**config.mk**
```make
export PLATFORM = sky130hd
export DESIGN_NAME = hbrot_rotator
export DESIGN_NICKNAME = d
export VERILOG_FILES = /design/src/rtl/hbrot_pkg.sv /design/src/rtl/hbrot_edge.sv /design/src/rtl/hbrot_modcnt.sv /design/src/rtl/hbrot_decode.sv /design/src/rtl/hbrot_rotator.sv
export SDC_FILE = /design/constraint.sdc
export NUM_CORES = 1
export LEC_CHECK = 0
export CAP_MARGIN = 0
export CORE_MARGIN = 2
export CORE_UTILIZATION = 55
export CTS_BUF_LIST = sky130_fd_sc_hd__clkbuf_8
export CTS_CLUSTER_DIAMETER = 80
export DETAILED_ROUTE_END_ITERATION = 10
export PLACE_DENSITY_LB_ADDON = 0.05
export SLEW_MARGIN = 20
export SYNTH_ARGS = -nofsm -noshare
export SYNTH_HDL_FRONTEND = slang
export SYNTH_HIERARCHICAL = 1
export SYNTH_SLANG_ARGS = --single-unit
```
**constraint.sdc**
```tcl
create_clock -name clk -period 4.04 [get_ports clk]
set_input_delay 0.404 -clock clk [delete_from_list [all_inputs] [get_ports clk]]
set_output_delay 0.404 -clock clk [all_outputs]
set_load 0.1 [all_outputs]
```
**src/rtl/hbrot_pkg.sv**
```systemverilog
// Shared types of the pulse rotator: the three bridge output states.
package hbrot_pkg;
    typedef enum logic [1:0] {
        BR_ZERO = 2'b00,  // both diagonals off, bridge contributes 0 V
        BR_POS  = 2'b01,  // positive diagonal conducts
        BR_NEG  = 2'b10   // negative diagonal conducts
    } br_state_e;
endpackage

```
**src/rtl/hbrot_edge.sv**
```systemverilog
// Rising-edge detector for the incoming pulse train.
// Assumes pwm_in is already synchronous to clk.
module hbrot_edge (
    input  logic clk,
    input  logic rst_n,
    input  logic sig_in,
    output logic rise
);
    logic sig_q;

    // Hold the previous sample of the pulse input.
    always_ff @(posedge clk) begin
        if (!rst_n) sig_q <= 1'b0;
        else        sig_q <= sig_in;
    end

    assign rise = sig_in & ~sig_q;
endmodule

```
**src/rtl/hbrot_modcnt.sv**
```systemverilog
// Modulo counter with a run-time limit. A stored value at or above the
// limit reads as 0, so lowering the limit never leaves an out-of-range value.
// Assumes limit >= 1 (the top clamps it).
module hbrot_modcnt #(
    parameter int IW = 3,
    parameter int CW = 3
) (
    input  logic          clk,
    input  logic          rst_n,
    input  logic          clr,
    input  logic          adv,
    input  logic [CW-1:0] limit,
    output logic [IW-1:0] cur,
    output logic [IW-1:0] cur_plus
);
    logic [IW-1:0] cnt;
    logic [CW-1:0] cur_ext;

    // Fold an out-of-range stored value back to 0 and form the successor.
    always_comb begin
        cur      = (CW'(cnt) >= limit) ? '0 : cnt;
        cur_ext  = CW'(cur) + CW'(1);
        cur_plus = (cur_ext >= limit) ? '0 : IW'(cur_ext);
    end

    // Clear has priority over advance.
    always_ff @(posedge clk) begin
        if (!rst_n)   cnt <= '0;
        else if (clr) cnt <= '0;
        else if (adv) cnt <= cur_plus;
    end

    AST_CLR_ZERO: assert property (@(posedge clk) disable iff (!rst_n)
        clr |=> (cnt == '0));

    AST_IN_RANGE: assert property (@(posedge clk) disable iff (!rst_n)
        (adv && !clr) |=> (CW'(cnt) < $past(limit)));
endmodule

```
**src/rtl/hbrot_decode.sv**
```systemverilog
// Turns the owning bridge index, activity and sign into per-bridge gate pairs.
// Assumes owner < NB whenever active is 1.
module hbrot_decode
    import hbrot_pkg::*;
#(
    parameter int NB = 5,
    parameter int IW = 3
) (
    input  logic          active,
    input  logic          neg,
    input  logic [IW-1:0] owner,
    output logic [NB-1:0] gate_pos,
    output logic [NB-1:0] gate_neg
);
    for (genvar i = 0; i < NB; i++) begin : g_br
        br_state_e st;
        // Pick the state for bridge i: zero unless it owns the live pulse.
        always_comb begin
            if (active && (owner == IW'(i))) st = neg ? BR_NEG : BR_POS;
            else                             st = BR_ZERO;
        end
        assign gate_pos[i] = (st == BR_POS);
        assign gate_neg[i] = (st == BR_NEG);
    end
endmodule

```
**src/rtl/hbrot_rotator.sv**
```systemverilog
// Pulse rotator for one phase of a cascaded H-bridge chain. Each pulse
// start is handed to the next bridge in a circular order, and the sign is
// latched for the whole pulse. At each half-cycle strobe the block flags
// a pulse count that is a non-zero multiple of the bridge count.
// Assumes pwm_in, pwm_neg and half_strobe are synchronous to clk, and
// cfg_bridges changes only while pwm_in is low.
module hbrot_rotator #(
    parameter int MAX_BRIDGES = 5,
    localparam int CW = $clog2(MAX_BRIDGES + 1),
    localparam int IW = (MAX_BRIDGES > 1) ? $clog2(MAX_BRIDGES) : 1
) (
    input  logic                   clk,
    input  logic                   rst_n,
    input  logic                   pwm_in,
    input  logic                   pwm_neg,
    input  logic                   half_strobe,
    input  logic [CW-1:0]          cfg_bridges,
    output logic [MAX_BRIDGES-1:0] gate_pos,
    output logic [MAX_BRIDGES-1:0] gate_neg,
    output logic                   uneven_load
);
    logic          rise;
    logic [CW-1:0] n_eff;
    logic [IW-1:0] ptr_cur, ptr_plus, res_cur, res_plus;
    logic          active_q, neg_q, any_q, up_q;
    logic [IW-1:0] owner_q;

    // Clamp the configured bridge count into 1..MAX_BRIDGES.
    always_comb begin
        if (cfg_bridges == '0 || cfg_bridges > CW'(MAX_BRIDGES)) n_eff = CW'(MAX_BRIDGES);
        else                                                     n_eff = cfg_bridges;
    end

    hbrot_edge u_edge (
        .clk(clk), .rst_n(rst_n), .sig_in(pwm_in), .rise(rise)
    );

    // Rotation pointer: never cleared by the strobe.
    hbrot_modcnt #(.IW(IW), .CW(CW)) u_ptr (
        .clk(clk), .rst_n(rst_n), .clr(1'b0), .adv(rise), .limit(n_eff),
        .cur(ptr_cur), .cur_plus(ptr_plus)
    );

    // Pulse count of the current half cycle, kept modulo the bridge count.
    hbrot_modcnt #(.IW(IW), .CW(CW)) u_res (
        .clk(clk), .rst_n(rst_n), .clr(half_strobe), .adv(rise), .limit(n_eff),
        .cur(res_cur), .cur_plus(res_plus)
    );

    // Capture owner and sign at a pulse start; drop the pulse when input falls.
    always_ff @(posedge clk) begin
        if (!rst_n) begin
            active_q <= 1'b0;
            neg_q    <= 1'b0;
            owner_q  <= '0;
        end else if (rise) begin
            active_q <= 1'b1;
            neg_q    <= pwm_neg;
            owner_q  <= ptr_cur;
        end else if (!pwm_in) begin
            active_q <= 1'b0;
        end
    end

    // Note whether any pulse started in the current half cycle.
    always_ff @(posedge clk) begin
        if (!rst_n)           any_q <= 1'b0;
        else if (half_strobe) any_q <= 1'b0;
        else if (rise)        any_q <= 1'b1;
    end

    // Evaluate the even-loading rule at each strobe.
    always_ff @(posedge clk) begin
        if (!rst_n)
            uneven_load <= 1'b0;
        else if (half_strobe)
            uneven_load <= (any_q || rise) && ((rise ? res_plus : res_cur) == '0);
    end

    // Marks cycles whose previous edge was out of reset.
    always_ff @(posedge clk) begin
        up_q <= rst_n;
    end

    hbrot_decode #(.NB(MAX_BRIDGES), .IW(IW)) u_dec (
        .active(active_q), .neg(neg_q), .owner(owner_q),
        .gate_pos(gate_pos), .gate_neg(gate_neg)
    );

    AST_ONE_BRIDGE: assert property (@(posedge clk) disable iff (!rst_n)
        $onehot0(gate_pos | gate_neg) && ((gate_pos & gate_neg) == '0));

    AST_ONE_CYCLE_LAG: assert property (@(posedge clk) disable iff (!rst_n)
        up_q |-> ((|(gate_pos | gate_neg)) == $past(pwm_in)));

    AST_HOLD_OWNER: assert property (@(posedge clk) disable iff (!rst_n)
        (up_q && (|(gate_pos | gate_neg)) && $past(|(gate_pos | gate_neg)))
        |-> ($stable(gate_pos) && $stable(gate_neg)));

    AST_FLAG_HOLD: assert property (@(posedge clk) disable iff (!rst_n)
        (up_q && !$past(half_strobe)) |-> $stable(uneven_load));
endmodule

```
Word-level counts from Yosys, hierarchy flattened
Index checks and enable logic that the tools add are counted.
{"block": "totals", "wordCells": 59, "reg_bits": 14}
{"block": "classes", "n_eq_ne": 15, "bitwise": 3, "reduce_logical": 12, "order_cmp": 5, "muxes": 14, "add_sub_neg": 2}
{"operator": "$mux W3", "n": 6}
{"operator": "$ge A3 B3 Y1", "n": 4}
{"operator": "$mux W2", "n": 6}
{"operator": "$eq A2 B1 Y1 const B", "n": 5}
{"operator": "$eq A2 B2 Y1 const B", "n": 5}
{"operator": "$logic_not A3 Y1", "n": 3}
{"operator": "$add A3 B1 Y3 const B", "n": 2}
{"operator": "$eq A3 B2 Y1 const B", "n": 2}
{"operator": "$logic_and A1 B1 Y1", "n": 6}
{"operator": "$eq A3 B1 Y1 const B", "n": 1}
{"operator": "$eq A3 B3 Y1 const B", "n": 1}
{"operator": "$gt A3 B3 Y1 const B", "n": 1}
{"operator": "$logic_or A1 B1 Y1", "n": 2}
{"operator": "$mux W1", "n": 2}
{"operator": "$ne A2 B1 Y1 const B", "n": 1}
{"operator": "$not A1 Y1", "n": 2}
{"operator": "$reduce_or A2 Y1", "n": 1}
{"operator": "$and A1 B1 Y1", "n": 1}

Logic depth before layout (Yosys ltp)
Gate-level depths: netlist (run 1).
{"block": "depth", "word_depth": 11, "depth_mapped": 15}

Hierarchy
Netlist (run 1), hierarchy kept.
{"mod": "hbrot_modcnt (u_res)", "cells_each": 44, "instances": 1, "area_each_um2": 394.1}
{"mod": "hbrot_modcnt (u_ptr)", "cells_each": 44, "instances": 1, "area_each_um2": 360.3}
{"mod": "hbrot_rotator", "cells_each": 31, "instances": 1, "area_each_um2": 325.3}
{"mod": "hbrot_decode", "cells_each": 16, "instances": 1, "area_each_um2": 86.3}
{"mod": "hbrot_edge", "cells_each": 3, "instances": 1, "area_each_um2": 40.0}

Worst setup path after synthesis (run 1)
No wires, ideal clock.
{"block": "synth_path", "path_type": "input to register", "start": "input port cfg_bridges[1]", "end": "register uneven_load", "required_ns": 3.956, "path_buffers": 0, "setup_time_ns": 0.084, "arrival_time_ns": 3.167, "setup_slack_ns": 0.789, "path_stages": 15, "path_cell_list": "nor2b_1 -> o21bai_1 -> ha_1 -> nor2b_4 -> o21ai_1 -> nor2_1 -> ha_1 -> xnor2_2 -> ha_1 -> a21o_1 -> a31oi_4 -> nor2b_1 -> nor4b_2 -> nor2_1 -> o31ai_2"}
{"block": "synth_via", "elab_chain_len": 11, "elab_cells_between_ends": 12, "classes_between": "add/sub: 1; order compare: 3; mux: 4; reduce/logical: 4"}
{"element": "from (decl)", "line": "hbrot_rotator.sv:17", "text": "input logic [CW-1:0] cfg_bridges,"}
{"element": "$gt A3 B3 Y1 or $logic_not A3 Y1 (tied branches)", "line": "hbrot_rotator.sv:30", "text": "if (cfg_bridges == '0 || cfg_bridges > CW'(MAX_BRIDGES)) n_eff = CW'(MAX_BRIDGES);"}
{"element": "$logic_or A1 B1 Y1 (*)", "line": "hbrot_rotator.sv:30"}
{"element": "$mux W3 (*)", "line": "hbrot_rotator.sv:30"}
{"element": "net n_eff[0]", "line": "hbrot_rotator.sv:23", "text": "logic [CW-1:0] n_eff;"}
{"element": "$ge A3 B3 Y1 (*)", "line": "hbrot_modcnt.sv:21", "text": "cur = (CW'(cnt) >= limit) ? '0 : cnt;"}
{"element": "$mux W3 (*)", "line": "hbrot_modcnt.sv:21"}
{"element": "net res_cur[0]", "line": "hbrot_rotator.sv:24", "text": "logic [IW-1:0] ptr_cur, ptr_plus, res_cur, res_plus;"}
{"element": "$add A3 B1 Y3 (*)", "line": "hbrot_modcnt.sv:22", "text": "cur_ext = CW'(cur) + CW'(1);"}
{"element": "$ge A3 B3 Y1", "line": "hbrot_modcnt.sv:23", "text": "cur_plus = (cur_ext >= limit) ? '0 : IW'(cur_ext);"}
{"element": "$mux W3 (*)", "line": "hbrot_modcnt.sv:23"}
{"element": "net res_plus[0]", "line": "hbrot_rotator.sv:24"}
{"element": "$mux W3 (*)", "line": "hbrot_rotator.sv:77", "text": "uneven_load <= (any_q || rise) && ((rise ? res_plus : res_cur) == '0);"}
{"element": "$logic_not A3 Y1 (*)", "line": "hbrot_rotator.sv:77"}
{"element": "$logic_and A1 B1 Y1 (*)", "line": "hbrot_rotator.sv:77"}
{"element": "to (signal assigned)", "line": "hbrot_rotator.sv:77"}
{"element": "to (decl)", "line": "hbrot_rotator.sv:20", "text": "output logic uneven_load"}
Mark *: on every way through the listed nets, which the timed path passes. The rest lies on a longest branch.
A chain may end at the register's enable or synchronous reset.

Worst setup path after layout (run 1)
{"block": "layout_path", "start": "input port cfg_bridges[1]", "end": "register uneven_load"}
{"block": "layout_via", "elab_chain_len": 11, "elab_cells_between_ends": 12, "classes_between": "add/sub: 1; order compare: 3; mux: 4; reduce/logical: 4"}
{"element": "$gt A3 B3 Y1 or $logic_not A3 Y1 (tied branches)", "line": "hbrot_rotator.sv:30"}
{"element": "$logic_or A1 B1 Y1", "line": "hbrot_rotator.sv:30"}
{"element": "$mux W3 (*)", "line": "hbrot_rotator.sv:30"}
{"element": "net n_eff[1]", "line": "hbrot_rotator.sv:23"}
{"element": "$ge A3 B3 Y1 (*)", "line": "hbrot_modcnt.sv:21"}
{"element": "$mux W3 (*)", "line": "hbrot_modcnt.sv:21"}
{"element": "net res_cur[0]", "line": "hbrot_rotator.sv:24"}
{"element": "$add A3 B1 Y3 (*)", "line": "hbrot_modcnt.sv:22"}
{"element": "$ge A3 B3 Y1", "line": "hbrot_modcnt.sv:23"}
{"element": "$mux W3 (*)", "line": "hbrot_modcnt.sv:23"}
{"element": "net res_plus[0]", "line": "hbrot_rotator.sv:24"}
{"element": "$mux W3 (*)", "line": "hbrot_rotator.sv:77"}
{"element": "$logic_not A3 Y1 (*)", "line": "hbrot_rotator.sv:77"}
{"element": "$logic_and A1 B1 Y1 (*)", "line": "hbrot_rotator.sv:77"}
Marked as above.

==> results of run 1 <==
## stage by stage
step	setup slack [ns]	total power [mW]	cell area, µm²	hold slack, ns
2_1_floorplan	0.789	0.215	1190	0.446
3_3_place_gp	0.269	0.234	1400	0.456
3_5_place_dp	0.0753	0.237	1400	0.465
4_1_cts	0.329	0.377	1450	0.476
5_1_grt	0.0681	0.392	1450	0.511
6_report	0.332	0.372	1450	0.473
## per-layer routing
metal  vias to the layer above  share of wire, %  GRT usage (%)  wire length, µm
met2                        20                52           42.1             1220
met3                         6               4.1           5.36               96
met1                       463                42           24.9              998
met4                         0               1.7           8.56               41
met5                         -                 0              0                0
li1                        508                 -              -                -
## layout make-up
type / instances / area [µm²] / share of cell area, %
Clock buffer: 4 / 55.1 / 3.79
Inverter: 12 / 45.0 / 3.10
Multi-Input combinational cell: 108 / 850 / 58.5
Sequential cell: 14 / 280 / 19.3
Tap cell: 27 / 33.8 / 2.33
Timing Repair Buffer: 19 / 188 / 12.9
## flip-flops by register name, indices dropped and copies added (netlist names)
register / cells
u_edge/sig_q: 1
any_q: 1
u_res/cnt: 3
neg_q: 1
uneven_load: 1
active_q: 1
u_ptr/cnt: 3
owner_q: 3
## worst max-delay path, cell delays in order
cell	delay, ns
sky130_fd_sc_hd__clkdlybuf4s50_1	0.50
sky130_fd_sc_hd__nor2b_1	0.23
sky130_fd_sc_hd__o21bai_1	0.13
sky130_fd_sc_hd__ha_1	0.34
sky130_fd_sc_hd__nor2b_4	0.15
sky130_fd_sc_hd__o21ai_1	0.13
sky130_fd_sc_hd__nor2_1	0.26
sky130_fd_sc_hd__ha_1	0.29
sky130_fd_sc_hd__xnor2_2	0.09
sky130_fd_sc_hd__ha_1	0.34
sky130_fd_sc_hd__a21o_1	0.17
sky130_fd_sc_hd__a31oi_4	0.06
sky130_fd_sc_hd__nor2b_1	0.17
sky130_fd_sc_hd__nor4b_2	0.28
sky130_fd_sc_hd__nor2_1	0.08
sky130_fd_sc_hd__o31ai_2	0.23
## final timing paths
check                           slack, ns            from            to  cells past startpoint
worst min register to register       0.47    u_ptr/cnt[0]  u_ptr/cnt[0]                      2
worst min-delay path                 0.47    u_ptr/cnt[0]  u_ptr/cnt[0]                      2
worst max-delay path                 0.33  cfg_bridges[1]   uneven_load                     16
worst max register to register       0.91    u_res/cnt[2]   uneven_load                     13
## where the power goes
part	switching [mW]	internal [mW]	leakage [nW]
clock network	0.0510	0.0863	0.0288
logic	0.0514	0.0379	0.459
registers	0.00319	0.142	0.114
==> results.md, run 1 <==
Clock network:
- The later pin in the worst-skew pair is clocked with a latency of 0.24 ns.
- Gates resized during post-CTS repair numbered 0.
- The number of buffers between clock root and the deepest sink is 2.
- Counting every sink on the clock net gives 14.
- The post-cts hold buffer count is 0.
- TritonCTS built the clock tree.
- CTS built an H-tree with a depth of 1.
- The number of setup buffers added after CTS is 0.
- Clock-pin slew was measured on the worst setup and hold paths at 0.06 ns.
- TritonCTS created 3 clock buffers.
- The root buffer cell chosen for the clock tree is sky130_fd_sc_hd__clkbuf_8.

Timing:
- The clock arrives with 0.00191 ns of skew.
- The number of endpoints with negative hold slack in the final report is 0.
- Static timing analysis puts the maximum clock frequency at 270 MHz.
- The relative max-transition margin is 35.3%.
- The final max-slew violation count is 0.
- The setup violation total in the final timing report is 0.
- For the pin with the worst max-slew slack, the measured transition is 0.968 ns.
- The ratio of final minimum period to clock period is 91.8%.
- The shortest period the worst path allows is 3.71 ns.
- Setup repair after global routing left no endpoint under its margin.
- The summed negative setup slack over all endpoints is 0 ns.

Die:
- In this run the vertical extent of the chip is 50.4 µm.
- The total area inside the core boundary comes to 2000 µm².
- The die is 50.4 µm wide.
- Once the floorplan was initialized, standard cells occupied 59.3% of the core.
- The I/O pin count is 19.
- The number of rows in the core area is 16.
- The floorplan step defined a die boundary enclosing 2540 µm².

Power and ir drop:
- The worst vdd rail ir drop is 0.193 mV.
- Power spread over the standard cell area amounts to 256 nW/µm².
- The cell leakage power is 0.601 nW.

Worst setup path:
- In this run the worst path has a maximum fanout of 7.
- The worst setup path category is in -> reg.
- For the worst setup path, the data arrival time is 3.87 ns.
- The kind of end point of the critical path is a flop.
- For the worst setup path, the data required time is 4.20 ns.
- The kind of start point of the critical path is an input pin.

Final layout:
- The final-stage net count is 180.
- The antenna diode count is 0.
- The library cell used most frequently in the layout, excluding fill and tap cells, is sky130_fd_sc_hd__clkdlybuf4s50_1.
- The number of filler cells placed in the layout is 164.
- The final core area utilization is 72.5%.
- In the final layout, the share of cells above drive strength 1 is 15.9%.
- The library cells used most frequently in the layout, excluding fill and tap cells, are sky130_fd_sc_hd__clkdlybuf4s50_1, sky130_fd_sc_hd__nor2_1, sky130_fd_sc_hd__dfxtp_1, sky130_fd_sc_hd__ha_1, sky130_fd_sc_hd__inv_1.
- From synthesis to final layout, the design area changed by 22.4%.
- Excluding fillers, the count of instances in the completed layout stands at 184.

Routing:
- The first detailed-routing pass took 4 iterations.
- After detailed routing, the number of vias per cell comes to 5.42.
- Dividing the detail-routed wire length by the instance count gives 12.8 µm.
- The detailed router's first-iteration violation count is 18.
- The routed layout has 997 vias.
- The final layout contains routed wiring with a total length of 2.36 mm.
- The number of nets with antenna violations after detailed routing is 0.
- The post-detailed-route DRC marker count is 0.

Placement:
- The total of buffers placed on input and output ports is 18.
- The instance count after placement with tap cells included is 180.
- Routability-driven placement finished with a final weighted congestion of 0.838.
- Detailed placement ended at an HPWL of 1.89 mm.

Yosys:
- The total nets after synthesis is 157.
- In the synthesized netlist, the number of instances is 135.
- The cell area that synthesis handed to floorplanning was 1190 µm².
- A synthesized cell averages 8.79 µm².
- The count of synthesis-stage warnings from yosys is 6.

GRT:
- The via count of the first global-routing pass is 1066.
- The sum of overflow across all layers after global routing is 0.
- The initial antenna violation count is 0.
- The global routing usage summed across all routing layers is 22.8%.
- The first global-routing pass estimated 4.47 mm of wire.
- The maximum number of pins on one net before global-route repair is 21.

Run:
- Max-cap violations in this run came to 0.

Hold path:
- The class of the most critical hold timing path is reg -> reg.

Outcome:
- The run finished with clean final reports.
(Power assumes the default switching activity.)
==> run 2, diff against run 1 <==
Settings changed: CORE_UTILIZATION 55 to 53, CTS_BUF_LIST sky130_fd_sc_hd__clkbuf_8 to unset.
==> results.md, run 2 (same netlist as run 1, synthesis figures left out) <==
Outcome:
- The flow ran to the end, and the final reports show no timing, DRC or antenna violations.

Routing:
- Dividing the detail-routed via count by the number of cells gives 5.21.
- For this run, the detailed router's first-pass iteration total came to 4.
- Summing over every cut layer, the via total after detailed routing is 959.
- Dividing the detail-routed wire length by the instance count gives 11.2 µm.
- The number of nets with antenna violations after detailed routing is 0.
- The detailed router's first-iteration violation count is 15.
- The total wire length is 2.07 mm.
- After detailed routing, the number of remaining DRC violations is 0.

GRT:
- In the global route stage, met2 resource usage came out at 30.7%.
- The met1 demand-to-capacity share in global routing is 24.0%.
- Global routing consumed, on the met3 layer, 4.39% of the routing resources.
- The via count of the first global-routing pass is 881.
- Summed over all layers, the global routing overflow is 0.
- The initial antenna violation count is 0.
- In this run the most used layer during global routing was met2.
- The global routing usage summed across all routing layers is 18.4%.
- The maximum number of pins on one net before global-route repair is 21.
- The first global-routing pass estimated 3.73 mm of wire.

Timing:
- The final critical-path setup slack is 0.363 ns.
- Headroom to the max-slew limit came out at 35.2%.
- The worst clock skew is 0.00484 ns.
- The final max-slew violation count is 0.
- The number of endpoints with negative hold slack in the final report came to 0.
- The summed negative setup slack over all endpoints is 0 ns.
- The shortest period the worst path allows is 3.68 ns.
- Setup repair after global routing left no endpoint under its margin.
- The setup violation total in the final timing report is 0.
- Based on the critical path, the design can be clocked at up to 272 MHz.
- At the pin with the least slew margin, the transition time is 0.969 ns.
- The ratio of final minimum period to clock period is 91.0%.

Final layout:
- The post-route netlist has 15.4% of its cells at a drive strength greater than 1.
- The synthesis-to-layout area growth is 19.7%.
- The antenna diode count is 0.
- The area of combinational cells with multiple inputs is 850 µm².
- In the final layout, flip-flops and latches occupy 280 µm².
- The largest registers in the layout are owner_q: 3 flops, u_ptr/cnt: 3 flops, u_res/cnt: 3 flops.
- The net count of the finished layout is 180.
- The top cell types in the final layout, fill and taps aside, are sky130_fd_sc_hd__clkdlybuf4s50_1, sky130_fd_sc_hd__nor2_1, sky130_fd_sc_hd__dfxtp_1, sky130_fd_sc_hd__ha_1, sky130_fd_sc_hd__inv_1.
- For this run, the share of the core covered by cells in the final layout is 65.5%.
- Counting the fill cells in the layout gives 175.
- The most common cell after layout, fill and taps aside is sky130_fd_sc_hd__clkdlybuf4s50_1.

Die:
- Row generation in the floorplan step produced 17 rows.
- The floorplan step set the die width to 51.3 µm.
- The core area is 2170 µm².
- During I/O placement, the number of pins put on the boundary was 19.
- The chip height is 51.3 µm.
- The starting utilization of the core area is 54.7%.
- The die covers 2630 µm².

Placement:
- Prior to clock tree synthesis, the placed netlist has a worst setup slack of 0.0762 ns.
- The congestion estimate from routability-driven global placement came to 0.742.
- The total of buffers placed on input and output ports is 18.
- Detailed placement ended at an HPWL of 1.70 mm.

Run:
- The tool flagged a number of max-cap violations equal to 0.

Clock network:
- In this run the deepest clock path goes through 2 buffers.
- CTS placed an instance of sky130_fd_sc_hd__clkbuf_4 at the clock tree root.
- Post-CTS timing repair inserted 0 buffers for setup.
- The later pin in the worst-skew pair is clocked with a latency of 0.27 ns.
- The number of hold buffers added after CTS was 0.
- In this run the number of H-tree levels came out at 1.
- The clock-pin transition on the worst setup and hold timing paths is 0.08 ns.
- The clock sink count is 14.
- The number of gates resized after CTS is 0.
- TritonCTS built the clock tree.
- TritonCTS created 3 clock buffers.

Power and ir drop:
- The power per cell area is 216 nW/µm².
- Summed over all cells, the static leakage comes to 0.587 nW.
- The worst vdd rail ir drop is 0.256 mV.

Worst setup path:
- The arrival time of the worst setup path is 3.87 ns.
- The worst setup path category is in -> reg.
- The kind of start point of the critical path is an input pin.
- For the worst setup path, the data required time is 4.24 ns.
- In this run the worst path has a maximum fanout of 7.
- The kind of end point of the critical path is a flop.
- The worst register-to-register path has a setup slack of 0.87 ns.

Hold path:
- The class of the most critical hold timing path is reg -> reg.
[run 2: changes by cell type in the layout (fill, tap and decap cells not counted)]
cell                       before  now
sky130_fd_sc_hd__clkbuf_8       4    0
sky130_fd_sc_hd__clkbuf_4       0    3
[run 2: report_power, final]
| part | total (mW) | internal [mW] | leakage, nW | switching [mW] |
|---|---|---|---|---|
| registers | 0.145 | 0.142 | 0.114 | 0.00325 |
| clock network | 0.0737 | 0.0345 | 0.0138 | 0.0393 |
| logic | 0.0873 | 0.0377 | 0.459 | 0.0496 |
[run 2: final cells by class]
type | count | share of cell area [%]
inverters | 12 | 3.17
well taps | 28 | 2.47
flip-flops and latches | 14 | 19.7
multi-input cells | 108 | 59.8
clock buffers | 3 | 1.59
repair buffers | 19 | 13.2
[run 2: final timing paths]
check	startpoint	end	cells after the start
setup / recovery	cfg_bridges[1]	uneven_load	16
hold / removal	u_ptr/cnt[0]	u_ptr/cnt[0]	2
hold reg to reg	u_ptr/cnt[0]	u_ptr/cnt[0]	2
setup reg to reg	u_res/cnt[2]	uneven_load	13
[run 2: critical path, cell delays in order]
cell,delay (ns)
sky130_fd_sc_hd__clkdlybuf4s50_1,0.50
sky130_fd_sc_hd__nor2b_1,0.23
sky130_fd_sc_hd__o21bai_1,0.13
sky130_fd_sc_hd__ha_1,0.33
sky130_fd_sc_hd__nor2b_4,0.15
sky130_fd_sc_hd__o21ai_1,0.14
sky130_fd_sc_hd__nor2_1,0.27
sky130_fd_sc_hd__ha_1,0.30
sky130_fd_sc_hd__xnor2_2,0.10
sky130_fd_sc_hd__ha_1,0.33
sky130_fd_sc_hd__a21o_1,0.17
sky130_fd_sc_hd__a31oi_4,0.06
sky130_fd_sc_hd__nor2b_1,0.16
sky130_fd_sc_hd__nor4b_2,0.28
sky130_fd_sc_hd__nor2_1,0.08
sky130_fd_sc_hd__o31ai_2,0.22
[run 2: per-layer routing]
layer / wire length, µm / vias up
li1: - / 508
met1: 1010 / 439
met2: 995 / 10
met3: 47 / 2
met4: 10 / 0
met5: 0 / -
[run 2: through the flow]
stage | hold slack [ns] | cells | area, µm² | power (mW)
global placement | 0.455 | 181 | 1400 | 0.234
detailed placement | 0.470 | 181 | 1400 | 0.236
CTS | 0.481 | 184 | 1420 | 0.311
finish | 0.476 | 184 | 1420 | 0.306
global route | 0.505 | 184 | 1420 | 0.326
floorplan | 0.446 | 135 | 1190 | 0.215
==> run 3, diff against run 2 <==
Settings changed: CORE_MARGIN 2 to 3.
==> results.md, run 3 (same netlist as run 1, synthesis figures left out) <==
Worst setup path:
- The worst setup path category is in -> reg.
- The peak per-stage delay on the critical path is 0.49 ns.
- The kind of start point of the critical path is an input pin.
- The arrival time of the worst setup path is 3.85 ns.
- The family with the most delay on the worst path is simple AND/OR/NAND/NOR gates.
- The critical path required time is 4.25 ns.
- STA classifies the critical path endpoint as a flop.
- The slowest stage of the critical path is the sky130_fd_sc_hd__clkdlybuf4s50_1 cell.
- The critical path buffer and inverter count is 1.
- The most numerous cell type found on the critical path is sky130_fd_sc_hd__ha_1.
- The maximum fanout count along the critical path is 7.
- The signal on the critical path passes through clkdlybuf4s50_1, nor2b_1, o21bai_1, ha_1, nor2b_4, o21ai_1, nor2_1, ha_1, xnor2_2, ha_1, a21o_1, a31oi_4, nor2b_1, nor4b_2, nor2_1, o31ai_2.

Final layout:
- The most common cell after layout, fill and taps aside is sky130_fd_sc_hd__clkdlybuf4s50_1.
- Once layout is complete, the cells apart from fillers number 184.
- The final-stage net count is 180.
- Cells with a size suffix above 1 make up 15.9% of the layout.
- In the layout the commonest cells are sky130_fd_sc_hd__clkdlybuf4s50_1, sky130_fd_sc_hd__nor2_1, sky130_fd_sc_hd__dfxtp_1, sky130_fd_sc_hd__ha_1, sky130_fd_sc_hd__inv_1.
- The antenna diode count is 0.
- The largest registers in the layout are owner_q: 3 flops, u_ptr/cnt: 3 flops, u_res/cnt: 3 flops.
- The area growth from synthesis to layout is 20.8%.

Routing:
- The final routed wire length divided by cell count is 11.8 µm.
- The post-detailed-route via-to-cell ratio is 5.27.
- The post-detailed-route DRC marker count is 0.
- The final layout contains routed wiring with a total length of 2.18 mm.
- Across all layers, the routed design uses 969 vias.
- The detailed router's first-iteration violation count is 15.
- The number of nets with antenna violations after detailed routing is 0.
- The detailed-router iteration count before antenna repair is 4.

GRT:
- The most crowded layer after global routing is met2.
- In the global route stage, met1 resource usage came out at 19.3%.
- The global routing usage summed across all routing layers is 18.3%.
- The routing usage on met3 is 5.07%.
- The via count of the first global-routing pass came to 934.
- The sum of overflow across all layers after global routing is 0.
- The first global-routing pass estimated 3.82 mm of wire.
- The maximum number of pins on one net before global-route repair is 21.
- The global-route track usage on met2 is 34.1%.
- The initial antenna violation count is 0.

Clock network:
- CTS saw 14 sinks.
- The tree is rooted in a sky130_fd_sc_hd__clkbuf_4.
- Clock tree synthesis inserted a total of 3 buffers.
- The clock-pin transition on the worst setup and hold timing paths is 0.08 ns.
- The later pin in the worst-skew pair is clocked with a latency of 0.28 ns.
- The TritonCTS clock tree is done.
- The post-cts hold buffer count is 0.
- The number of levels in the clock H-tree is 1.
- Once the clock tree was built, the resizer swapped 0 gates to a different size.
- The post-CTS setup buffer count is 0.
- The number of buffers between clock root and the deepest sink is 2.

Die:
- The starting utilization of the core area is 58.1%.
- The die is 53.3 µm tall.
- The chip width is 53.3 µm.
- After floorplanning, the core was divided into 16 placement rows.
- The area of the die is 2840 µm².
- After floorplanning, the core was sized to cover 2040 µm².
- During I/O placement, the number of pins put on the boundary was 19.

Timing:
- The relative max-transition margin is 35.1%.
- The worst path in the final design needs a cycle of 3.64 ns, including I/O delays and setup.
- The summed negative setup slack over all endpoints is 0 ns.
- The slew at the pin closest to its max-slew limit is 0.971 ns.
- The ratio of final minimum period to clock period is 90.1%.
- The number of endpoints with negative hold slack in the final report is 0.
- Setup repair after global routing left no endpoint under its margin.
- The final max-slew violation count is 0.
- The maximum frequency from static timing analysis is 275 MHz.
- The worst clock skew is 0.00281 ns.
- Setup violations remaining at the end of the flow were counted as 0.

Power and ir drop:
- Power spread over the standard cell area amounts to 233 nW/µm².
- The analysis attributes to cell leakage a power of 0.594 nW.
- VDD sags by at most 0.192 mV.

Placement:
- The final weighted congestion of routability-driven global placement is 0.794.
- Detailed placement finished with a half-perimeter wire length of 1.80 mm.
- The total of buffers placed on input and output ports is 18.
- Counting tap cells, the placed design contains a total of 180 instances.

Outcome:
- The flow ran to the end, and the final reports show no timing, DRC or antenna violations.

Hold path:
- The worst hold path belongs to the class reg -> reg.

Run:
- The tool flagged a number of max-cap violations equal to 0.
## run 3: cell types whose count changed in the layout (fill, tap and decap cells not counted), sizes merged
| cell | before | now |
|---|---|---|
| clkbuf | 3 | 4 |
## run 3: worst paths after layout
check        cells after the start  slack, ns      endpoint           start
min                              2       0.48  u_ptr/cnt[0]    u_ptr/cnt[0]
max                             16       0.40   uneven_load  cfg_bridges[1]
max reg2reg                     13       0.92   uneven_load    u_res/cnt[2]
min reg2reg                      2       0.48  u_ptr/cnt[0]    u_ptr/cnt[0]
## run 3: tightest hold or removal path, stage by stage (launching register included)
cell and delay, ns:
sky130_fd_sc_hd__dfxtp_1 0.32, sky130_fd_sc_hd__nand2b_1 0.07, sky130_fd_sc_hd__a21oi_1 0.05
## run 3: routing by layer
layer	routed length (µm)	part of all wire, %
met5	0	0
met4	26	1.2
met3	69	3.2
met2	1140	52
met1	944	43
## run 3: power breakdown
group          switching (mW)  leakage, nW  internal, mW  total, mW
Clock                  0.0465       0.0210        0.0549      0.101
Combinational          0.0499        0.459        0.0377     0.0877
Sequential            0.00315        0.114         0.142      0.145
## run 3: area by class of cell
cell class                 instances  area, µm²
fill                             186        609
sequential                        14        280
clock buffer                       4       36.3
timing repair buffer              19        188
tap                               27       33.8
inverter                          12       45.0
multi-input combinational        108        850
## run 3: stage by stage
stage	cell area [µm²]	power, mW	util, %	hold slack (ns)	worst slack [ns]
global placement	1400	0.234	68.4	0.455	0.259
CTS	1430	0.339	70.2	0.483	0.381
detailed placement	1400	0.236	68.4	0.471	0.0725
finish	1430	0.334	70.2	0.478	0.400
floorplan	1190	0.215	-	0.446	0.789
global route	1430	0.352	70.2	0.526	0.0818
